### config.mk
export PLATFORM = sky130hd
export DESIGN_NAME = edge_delay_gen
export DESIGN_NICKNAME = d
export VERILOG_FILES = /design/src/rtl/edge_delay_pkg.sv /design/src/rtl/edge_dly_line.sv /design/src/rtl/edge_dly_tapsel.sv /design/src/rtl/edge_dly_ctl.sv /design/src/rtl/edge_dly_join.sv /design/src/rtl/edge_delay_gen.sv
export SDC_FILE = /design/constraint.sdc
export NUM_CORES = 1
export LEC_CHECK = 0
export BUFFER_PORTS_ARGS = -buffer_cell sky130_fd_sc_hd__buf_4
export CAP_MARGIN = 10
export CORE_AREA = 2 2 39 41
export CTS_CLUSTER_DIAMETER = 60
export DETAILED_ROUTE_END_ITERATION = 8
export DIE_AREA = 0 0 41 43
export PLACE_DENSITY = 0.71
export SYNTH_ARGS = -nofsm -noshare
export SYNTH_HDL_FRONTEND = slang
export SYNTH_HIERARCHICAL = 1
export SYNTH_SLANG_ARGS = --single-unit
### constraint.sdc
create_clock -name clk -period 5.9 [get_ports clk]
set_clock_uncertainty 0.2 [all_clocks]
set_input_delay 1.18 -clock clk [delete_from_list [all_inputs] [get_ports clk]]
set_output_delay 1.18 -clock clk [all_outputs]
set_load 0.005 [all_outputs]
### src/rtl/edge_delay_pkg.sv
package edge_delay_pkg;

  typedef enum logic [1:0] {
    EM_BOTH     = 2'b00,
    EM_RISE     = 2'b01,
    EM_FALL     = 2'b10,
    EM_BOTH_ALT = 2'b11
  } edge_mode_e;

  // Joins the undelayed command with the selected tap for the chosen mode
  function automatic logic edge_join(edge_mode_e m, logic now_v, logic tap_v);
    logic r;
    case (m)
      EM_RISE: r = now_v & tap_v;
      EM_FALL: r = now_v | tap_v;
      default: r = tap_v;
    endcase
    return r;
  endfunction

endpackage

### src/rtl/edge_dly_line.sv
module edge_dly_line #(
  parameter int DEPTH = 7
) (
  input  logic             clk,
  input  logic             rst_n,
  input  logic             din,
  output logic [DEPTH-1:0] stages,
  output logic             idle
);

  genvar g;
  generate
    for (g = 0; g < DEPTH; g++) begin : g_stage
      if (g == 0) begin : g_first
        always_ff @(posedge clk or negedge rst_n) begin
          if (!rst_n) stages[0] <= 1'b0;
          else        stages[0] <= din;
        end
      end else begin : g_next
        always_ff @(posedge clk or negedge rst_n) begin
          if (!rst_n) stages[g] <= 1'b0;
          else        stages[g] <= stages[g-1];
        end
      end
    end
  endgenerate

  assign idle = ~|stages;

endmodule

### src/rtl/edge_dly_tapsel.sv
module edge_dly_tapsel #(
  parameter int CODE_W = 3,
  parameter int DEPTH  = 7
) (
  input  logic              now_v,
  input  logic [DEPTH-1:0]  stages,
  input  logic [CODE_W-1:0] code,
  output logic              tap
);

  always_comb begin
    tap = now_v;
    for (int i = 0; i < DEPTH; i++) begin
      if (code == CODE_W'(i + 1)) tap = stages[i];
    end
  end

endmodule

### src/rtl/edge_dly_ctl.sv
module edge_dly_ctl #(
  parameter int CODE_W = 3
) (
  input  logic                      clk,
  input  logic                      rst_n,
  input  logic                      pwm_in,
  input  logic                      line_idle,
  input  logic [CODE_W-1:0]         code_in,
  input  logic [1:0]                mode_in,
  output logic [CODE_W-1:0]         code_q,
  output edge_delay_pkg::edge_mode_e mode_q
);
  import edge_delay_pkg::*;

  logic arm;
  assign arm = !pwm_in && line_idle;

  always_ff @(posedge clk or negedge rst_n) begin
    if (!rst_n) begin
      code_q <= '0;
      mode_q <= EM_BOTH;
    end else if (arm) begin
      code_q <= code_in;
      mode_q <= edge_mode_e'(mode_in);
    end
  end


  hold_code_chk: assert property (@(posedge clk) disable iff (!rst_n)
    (pwm_in || !line_idle) |=> ($stable(code_q) && $stable(mode_q)));

endmodule

### src/rtl/edge_dly_join.sv
module edge_dly_join (
  input  logic                       clk,
  input  logic                       rst_n,
  input  edge_delay_pkg::edge_mode_e mode_q,
  input  logic                       now_v,
  input  logic                       tap,
  output logic                       gate_out
);
  import edge_delay_pkg::*;

  always_ff @(posedge clk or negedge rst_n) begin
    if (!rst_n) gate_out <= 1'b0;
    else        gate_out <= edge_join(mode_q, now_v, tap);
  end


  rise_fall_fast_chk: assert property (@(posedge clk) disable iff (!rst_n)
    (mode_q == EM_RISE && !now_v) |=> !gate_out);


  fall_rise_fast_chk: assert property (@(posedge clk) disable iff (!rst_n)
    (mode_q == EM_FALL && now_v) |=> gate_out);

endmodule

### src/rtl/edge_delay_gen.sv
module edge_delay_gen #(
  parameter int CODE_W = 3
) (
  input  logic              clk,
  input  logic              rst_n,
  input  logic              pwm_in,
  input  logic [CODE_W-1:0] dly_code,
  input  logic [1:0]        edge_mode,
  output logic              gate_out
);
  import edge_delay_pkg::*;

  localparam int DEPTH = (1 << CODE_W) - 1;

  logic [DEPTH-1:0]  stages;
  logic              line_idle;
  logic [CODE_W-1:0] code_q;
  edge_mode_e        mode_q;
  logic              tap;

  edge_dly_line #(.DEPTH(DEPTH)) u_line (
    .clk(clk), .rst_n(rst_n), .din(pwm_in),
    .stages(stages), .idle(line_idle)
  );

  edge_dly_ctl #(.CODE_W(CODE_W)) u_ctl (
    .clk(clk), .rst_n(rst_n), .pwm_in(pwm_in), .line_idle(line_idle),
    .code_in(dly_code), .mode_in(edge_mode),
    .code_q(code_q), .mode_q(mode_q)
  );

  edge_dly_tapsel #(.CODE_W(CODE_W), .DEPTH(DEPTH)) u_sel (
    .now_v(pwm_in), .stages(stages), .code(code_q), .tap(tap)
  );

  edge_dly_join u_join (
    .clk(clk), .rst_n(rst_n), .mode_q(mode_q),
    .now_v(pwm_in), .tap(tap), .gate_out(gate_out)
  );


  zero_code_chk: assert property (@(posedge clk) disable iff (!rst_n)
    (code_q == '0 && (mode_q == EM_BOTH || mode_q == EM_BOTH_ALT))
      |=> (gate_out == $past(pwm_in)));

endmodule

==> results of run 1 <==
==> routing by layer <==
layer / vias up / routed length (um)
li1: 147 / -
met1: 149 / 353
met2: 9 / 359
met3: 2 / 58
met4: 0 / 19
met5: - / 0
==> stage by stage <==
stage | total power [W] | setup slack [ps] | std cells
finish | 0.000185 | 3570 | 61
global placement | 0.000132 | 3290 | 57
floorplan | 0.000121 | 3460 | 33
detailed placement | 0.000133 | 3280 | 57
CTS | 0.000188 | 3580 | 61
global route | 0.000197 | 3550 | 61
==> logic make-up after synthesis <==
| family | count (synthesis) | share of synthesized area |
|---|---|---|
| AO/OA/AOI/OAI | 3 | 0.0415 |
| adder cells (fa/ha/maj) | 2 | 0.0462 |
| buffers and inverters | 4 | 0.0277 |
| flip-flops | 13 | 0.600 |
| multiplexers | 8 | 0.222 |
| AND/OR/NAND/NOR | 3 | 0.0624 |
==> sequential cells by signal (all words and copies together) (netlist names) <==
signal and cells:
u_line/stages 7, u_ctl/code_q 3, u_ctl/mode_q 2, u_join/gate_out 1
==> critical path: cells and delay by family <==
kind	cells	cell delay (ps)
AO/OA/AOI/OAI	2	220
buffers and inverters	1	130
multiplexers	2	760
==> final timing paths <==
path                                   from          endpoint  cells after the start
setup / recovery                     pwm_in   u_join/gate_out                      5
setup reg to reg           u_line/stages[1]   u_ctl/code_q[0]                      4
hold / removal             u_line/stages[0]  u_line/stages[1]                      0
max in group asynchronous             rst_n  u_line/stages[0]                      1
min in group asynchronous             rst_n  u_line/stages[6]                      1
hold reg to reg            u_line/stages[0]  u_line/stages[1]                      0
==> power by group through the flow <==
stage               clock network (W)  registers, W  logic [W]
floorplan                           0      0.000104  0.0000169
global placement                    0      0.000105  0.0000267
detailed placement                  0      0.000106  0.0000275
CTS                         0.0000565      0.000104  0.0000276
global route                0.0000613      0.000105  0.0000305
finish                      0.0000542      0.000104  0.0000269
==> synthesized netlist by cell type <==
| cell | n |
|---|---|
| o21ai_1 | 1 |
| o21ai_0 | 1 |
| ha_1 | 2 |
| mux4_1 | 2 |
| nor4_2 | 1 |
| mux2_2 | 6 |
| or4_1 | 1 |
| inv_1 | 4 |
| nor2b_4 | 1 |
| dfrtp_1 | 13 |
| a22oi_2 | 1 |
==> area by class of cell <==
type	instances	area, sq um
fillers	124	736
clock buffers	4	26.3
inverters	4	15.0
flip-flops and latches	13	325
repair buffers	8	60.1
well taps	16	20.0
multi-input cells	16	201
==> layout by cell type, fill, tap and decap left out <==
cell type,netlist,routed
o21ai_0,1,1
dfrtp_1,13,13
nor2b_4,1,1
mux4_1,2,2
or4_1,1,1
inv_1,4,4
ha_1,2,2
clkbuf_4,0,3
mux2_2,6,6
o21ai_1,1,1
a22oi_2,1,1
clkbuf_1,0,1
buf_4,0,8
nor4_2,1,1
==> impl_metrics.tcl, run 1 <==
set metrics [dict create \
    dieArea_sq_um 1760 \
    drive_gt1_frac 0.444 \
    p_clk_frac 0.294 \
    critPathSlowestCell "mux4_1" \
    design_area_sq_um 648 \
    first_pass_iters 1 \
    wl_um 791 \
    gp_congestion 0.720 \
    antenna_left 0 \
    critPathMaxStageDelay_ps 470 \
    grt_max_degree 14 \
    nNetsFinal 56 \
    numPortBuffers 8 \
    tightest_slew_ps 192 \
    maxSlewViolCount 0 \
    synth_top_cell_by_area "dfrtp_1" \
    placementRows 14 \
    critPathKind "primary input to flip-flop" \
    required_ps 5860 \
    syn-num-nets 43 \
    io_pins 9 \
    yosysWarnings 6 \
    syn-mean-instance-area_sq_um 16.4 \
    status "complete, no violations" \
    cts_resized 0 \
    final_core_util 0.468 \
    cp-end-kind "flip-flop" \
    start_util 0.392 \
    syn_to_final_growth_pct 19.6 \
    period_share 0.395 \
    vias 307 \
    grt_pass1_wl_mm 1.41 \
    fin_hold_ws_ps 194 \
    setup_viol 0 \
    cp_max_fo 4 \
    clk_pin_slew_worst_paths_ps 70 \
    drv_cap 0 \
    p_comb_frac 0.145 \
    hold_viol 0 \
    post-cts-setup-buffers 0 \
    routedWlPerCell_um 13.0 \
    fmax_mhz 429 \
    drc 0 \
    cts_hold_buf 0 \
    critPathLaunchType "primary input" \
    p_sw_frac 0.237 \
    net-switching-power_w 0.0000437 \
    htreeDepth 1 \
    cts_sinks 13 \
    ys_types 11 \
    grt_pass1_vias 331 \
    grtUsageMet2 0.163 \
    fin_crit_ps 2330 \
    netlist_instances 33 \
    power.leakage_nw 0.297 \
    synth_area_leaders "dfrtp_1, mux2_2, mux4_1, ha_1, inv_1" \
    rsz0062_at_grt "false" \
    irDropWorstVdd_uv 127 \
    grt_busiest_layer "met1" \
    antenna_found_initial 0 \
    power.internal_w 0.000141 \
    place_area_sq_um 622 \
    netlist.area_leader.share 0.600 \
    grt_usage 0.128 \
    relSlewSlack 0.871 \
    die_x_um 41 \
    synth_seq_cells 13 \
    worst_ep_arrival_time_ps 2290 \
    met1_usage 0.167 \
    power.density_nw_per_um2 285 \
    cts_tree "done" \
    worstSkewPairLatency_ps 270 \
    crit_chain "buf_4, mux4_1, mux2_2, a22oi_2, o21ai_1" \
    ys_seq_area_frac 0.600 \
    synth_area_sq_um 542 \
    grt_overflow_total 0 \
    setup_tns_ps 0 \
    die_h_um 43 \
    antenna_cells 0 \
    hold_path.class "flip-flop to flip-flop" \
    grt_util_met3 0.0471 \
    cts_root_buffer "clkbuf_4" \
    dpl.hpwl_um 608 \
    viasPerCell 5.03 \
    cts_buffers 3 \
    seqPwrFrac 0.561 \
    rrSetupSlack_ps 3890 \
    first_iter_violations 0 \
    coreArea_sq_um 1380 \
    cts_buffer_depth 2 \
]
No activity file was read; power rests on OpenSTA's default activity.
==> inputs of run 2 (changes only) <==
--- a/config.mk
+++ b/config.mk
@@ -5,13 +5,14 @@
 export SDC_FILE = /design/constraint.sdc
 export NUM_CORES = 1
 export LEC_CHECK = 0
+export ABC_AREA = 1
 export BUFFER_PORTS_ARGS = -buffer_cell sky130_fd_sc_hd__buf_4
 export CAP_MARGIN = 10
-export CORE_AREA = 2 2 39 41
+export CORE_MARGIN = 2
+export CORE_UTILIZATION = 47
 export CTS_CLUSTER_DIAMETER = 60
 export DETAILED_ROUTE_END_ITERATION = 8
-export DIE_AREA = 0 0 41 43
-export PLACE_DENSITY = 0.71
+export PLACE_DENSITY = 0.8
 export SYNTH_ARGS = -nofsm -noshare
 export SYNTH_HDL_FRONTEND = slang
 export SYNTH_HIERARCHICAL = 1
==> constraint.sdc (replaced) <==
create_clock -name clk -period 2 [get_ports clk]
set_clock_uncertainty 0.2 [all_clocks]
set_input_delay 0.4 -clock clk [delete_from_list [all_inputs] [get_ports clk]]
set_output_delay 0.4 -clock clk [all_outputs]
set_load 0.005 [all_outputs]
==> impl_metrics.tcl, run 2 <==
set metrics [dict create \
    ys_async_sr_fraction 1.00 \
    antenna_found_initial 0 \
    cpLargestDelayFamily "simple AND/OR/NAND/NOR gates" \
    dieArea_sq_um 1640 \
    yosysWarnings 6 \
    ys_types 14 \
    nNetsFinal 104 \
    syn-num-nets 90 \
    synth_seq_cells 13 \
    final_core_util 0.586 \
    coreArea_sq_um 1270 \
    dpl.hpwl_um 772 \
    grt_pass1_wl_mm 1.69 \
    hold_viol 0 \
    synth_top_cell_by_area "dfrtp_1" \
    fin_crit_ps 1680 \
    top_register "u_line/stages" \
    maxSlewViolCount 0 \
    synth_area_sq_um 627 \
    cts_hold_buf 1 \
    cts_tree "done" \
    power.density_nw_per_um2 783 \
    routedWlPerCell_um 10.0 \
    crit_buf_inv 1 \
    worstSkewPairLatency_ps 270 \
    grt_pass1_vias 398 \
    cts_resized 0 \
    synth_area_leaders "dfrtp_1, nand2_1, nand3_1, inv_1, nor2_1" \
    post-cts-setup-buffers 0 \
    drive_gt1_frac 0.161 \
    worst_ep_arrival_time_ps 1650 \
    syn-mean-instance-area_sq_um 7.84 \
    place_area_sq_um 706 \
    reg2reg_to "u_join/gate_out" \
    gp_congestion 0.901 \
    cts_buffer_depth 2 \
    ys_seq_area_frac 0.519 \
    whs_path_depth 1 \
    critPathSlowestCell "dfrtp_1" \
    first_iter_violations 8 \
    die_h_um 40.5 \
    grt_overflow_total 0 \
    cts_sinks 13 \
    synth_edf_count 0 \
    reg_top3 "u_line/stages x7, u_ctl/code_q x3, u_ctl/mode_q x2" \
    cts_root_buffer "clkbuf_4" \
    tightest_slew_ps 436 \
    critPathMaxStageDelay_ps 440 \
    cp-end-kind "flip-flop" \
    hold_path_end "u_line/stages[0]" \
    min-delay-start "pwm_in" \
    syn_to_final_growth_pct 18.6 \
    drv_cap 0 \
    status "complete, no violations" \
    setup_tns_ps 0 \
    antenna_cells 0 \
    period_share 0.840 \
    first_pass_iters 6 \
    met1_usage 0.228 \
    power.leakage_nw 0.400 \
    relSlewSlack 0.708 \
    layout_commonest_cell "nand2_1" \
    required_ps 1970 \
    start_util 0.494 \
    cts_buffers 3 \
    die_x_um 40.5 \
    drc 0 \
    wl_mm 1.08 \
    setup_viol 0 \
    grt_max_degree 14 \
    numPortBuffers 8 \
    fmax_mhz 595 \
    yosysMostFrequentCell "nand2_1" \
    grt_util_met3 0.0333 \
    viasPerCell 5.06 \
    grt_usage 0.166 \
    grtUsageMet2 0.214 \
    rsz0062_at_grt "false" \
    r2r_start "u_ctl/code_q[2]" \
    hold_path.class "primary input to flip-flop" \
    io_pins 9 \
    design_area_sq_um 743 \
    vias 546 \
    cp_max_fo 6 \
    crit_top_cell "nand2_1" \
    ys_top_cells_by_count "nand2_1, dfrtp_1, inv_1" \
    clk_pin_slew_worst_paths_ps 80 \
    irDropWorstVdd_uv 473 \
    netlist_instances 80 \
    critPathLaunchType "flip-flop" \
    largest_register_ffs 7 \
    netlist.area_leader.share 0.519 \
    grt_busiest_layer "met1" \
    r2r_cells 14 \
    htreeDepth 1 \
    crit_chain "inv_1, nand4_1, nand3_1, nand2_1, nand2_1, nand2_1, nand2_1, nand2_1, nand2_1, nand2_1, nand2_1, nand2_1, nand2_1, nand2_1" \
    rrSetupSlack_ps 320 \
    ys.flop_type "dfrtp_1" \
    placementRows 13 \
    fin_hold_ws_ps 70.7 \
    mostFrequentLayoutCells "nand2_1, dfrtp_1, inv_1" \
    critPathKind "flip-flop to flip-flop" \
    antenna_left 0 \
]
==> run 2: cell types whose count changed after synthesis, moves of 2 or more <==
cell	before	now
nor2_1	0	7
nor3_1	0	2
mux2_2	6	0
mux4_1	2	0
a21oi_1	0	2
inv_1	4	11
nand3_1	0	9
nand2_1	0	28
==> run 2: how the worst max path moves through the flow <==
stage,from,to,slack (ps),cells after the start
3_3_place_gp,u_ctl/code_q[2],u_join/gate_out,380,13
6_report,u_ctl/code_q[2],u_join/gate_out,320,14
4_1_cts,u_ctl/code_q[2],u_join/gate_out,340,13
5_1_grt,u_ctl/code_q[2],u_join/gate_out,140,15
3_5_place_dp,u_ctl/code_q[2],u_join/gate_out,360,13
2_1_floorplan,u_ctl/code_q[1],u_join/gate_out,510,12
==> run 2: final cells by class <==
cell class,instances,area [sq um]
clock buffer,3,22.5
clock inverter,1,5.00
fill,122,526
inverter,12,45.0
multi-input combinational,55,256
sequential,13,325
tap,15,18.8
timing repair buffer,9,70.1
==> run 2: worst register-to-register path: cells and delay by family, from the launching register on <==
kind | cells | cell delay (ps)
DFF | 1 | 440
and+or+nand+nor | 13 | 780
buffers and inverters | 1 | 170
==> run 2: report_power, final <==
part           switching [W]  internal [W]
Combinational      0.0000597     0.0000487
Clock              0.0000857     0.0000740
Sequential         0.0000251      0.000289
==> run 2: logic make-up (layout without fill, tap and decap cells) <==
kind of cell | Yosys count | in the layout | share of synthesized area
flops | 13 | 13 | 0.519
fa+ha+maj | 2 | 2 | 0.0399
simple gates | 49 | 49 | 0.333
buf+inv | 12 | 25 | 0.0719
compound gates | 4 | 4 | 0.0359
==> run 2: layer usage <==
layer | vias up | wire length [um]
li1 | 278 | -
met1 | 249 | 526
met2 | 17 | 487
met3 | 2 | 47
met4 | 0 | 19
met5 | - | 0
==> run 2: metrics by stage <==
stage / std cells / power, W / setup slack, ps
final: 108 / 0.000582 / 320
after global routing: 108 / 0.000621 / 140
after CTS: 108 / 0.000588 / 338
after detailed placement: 103 / 0.000426 / 363
after global placement: 103 / 0.000421 / 383
after floorplan: 80 / 0.000384 / 506
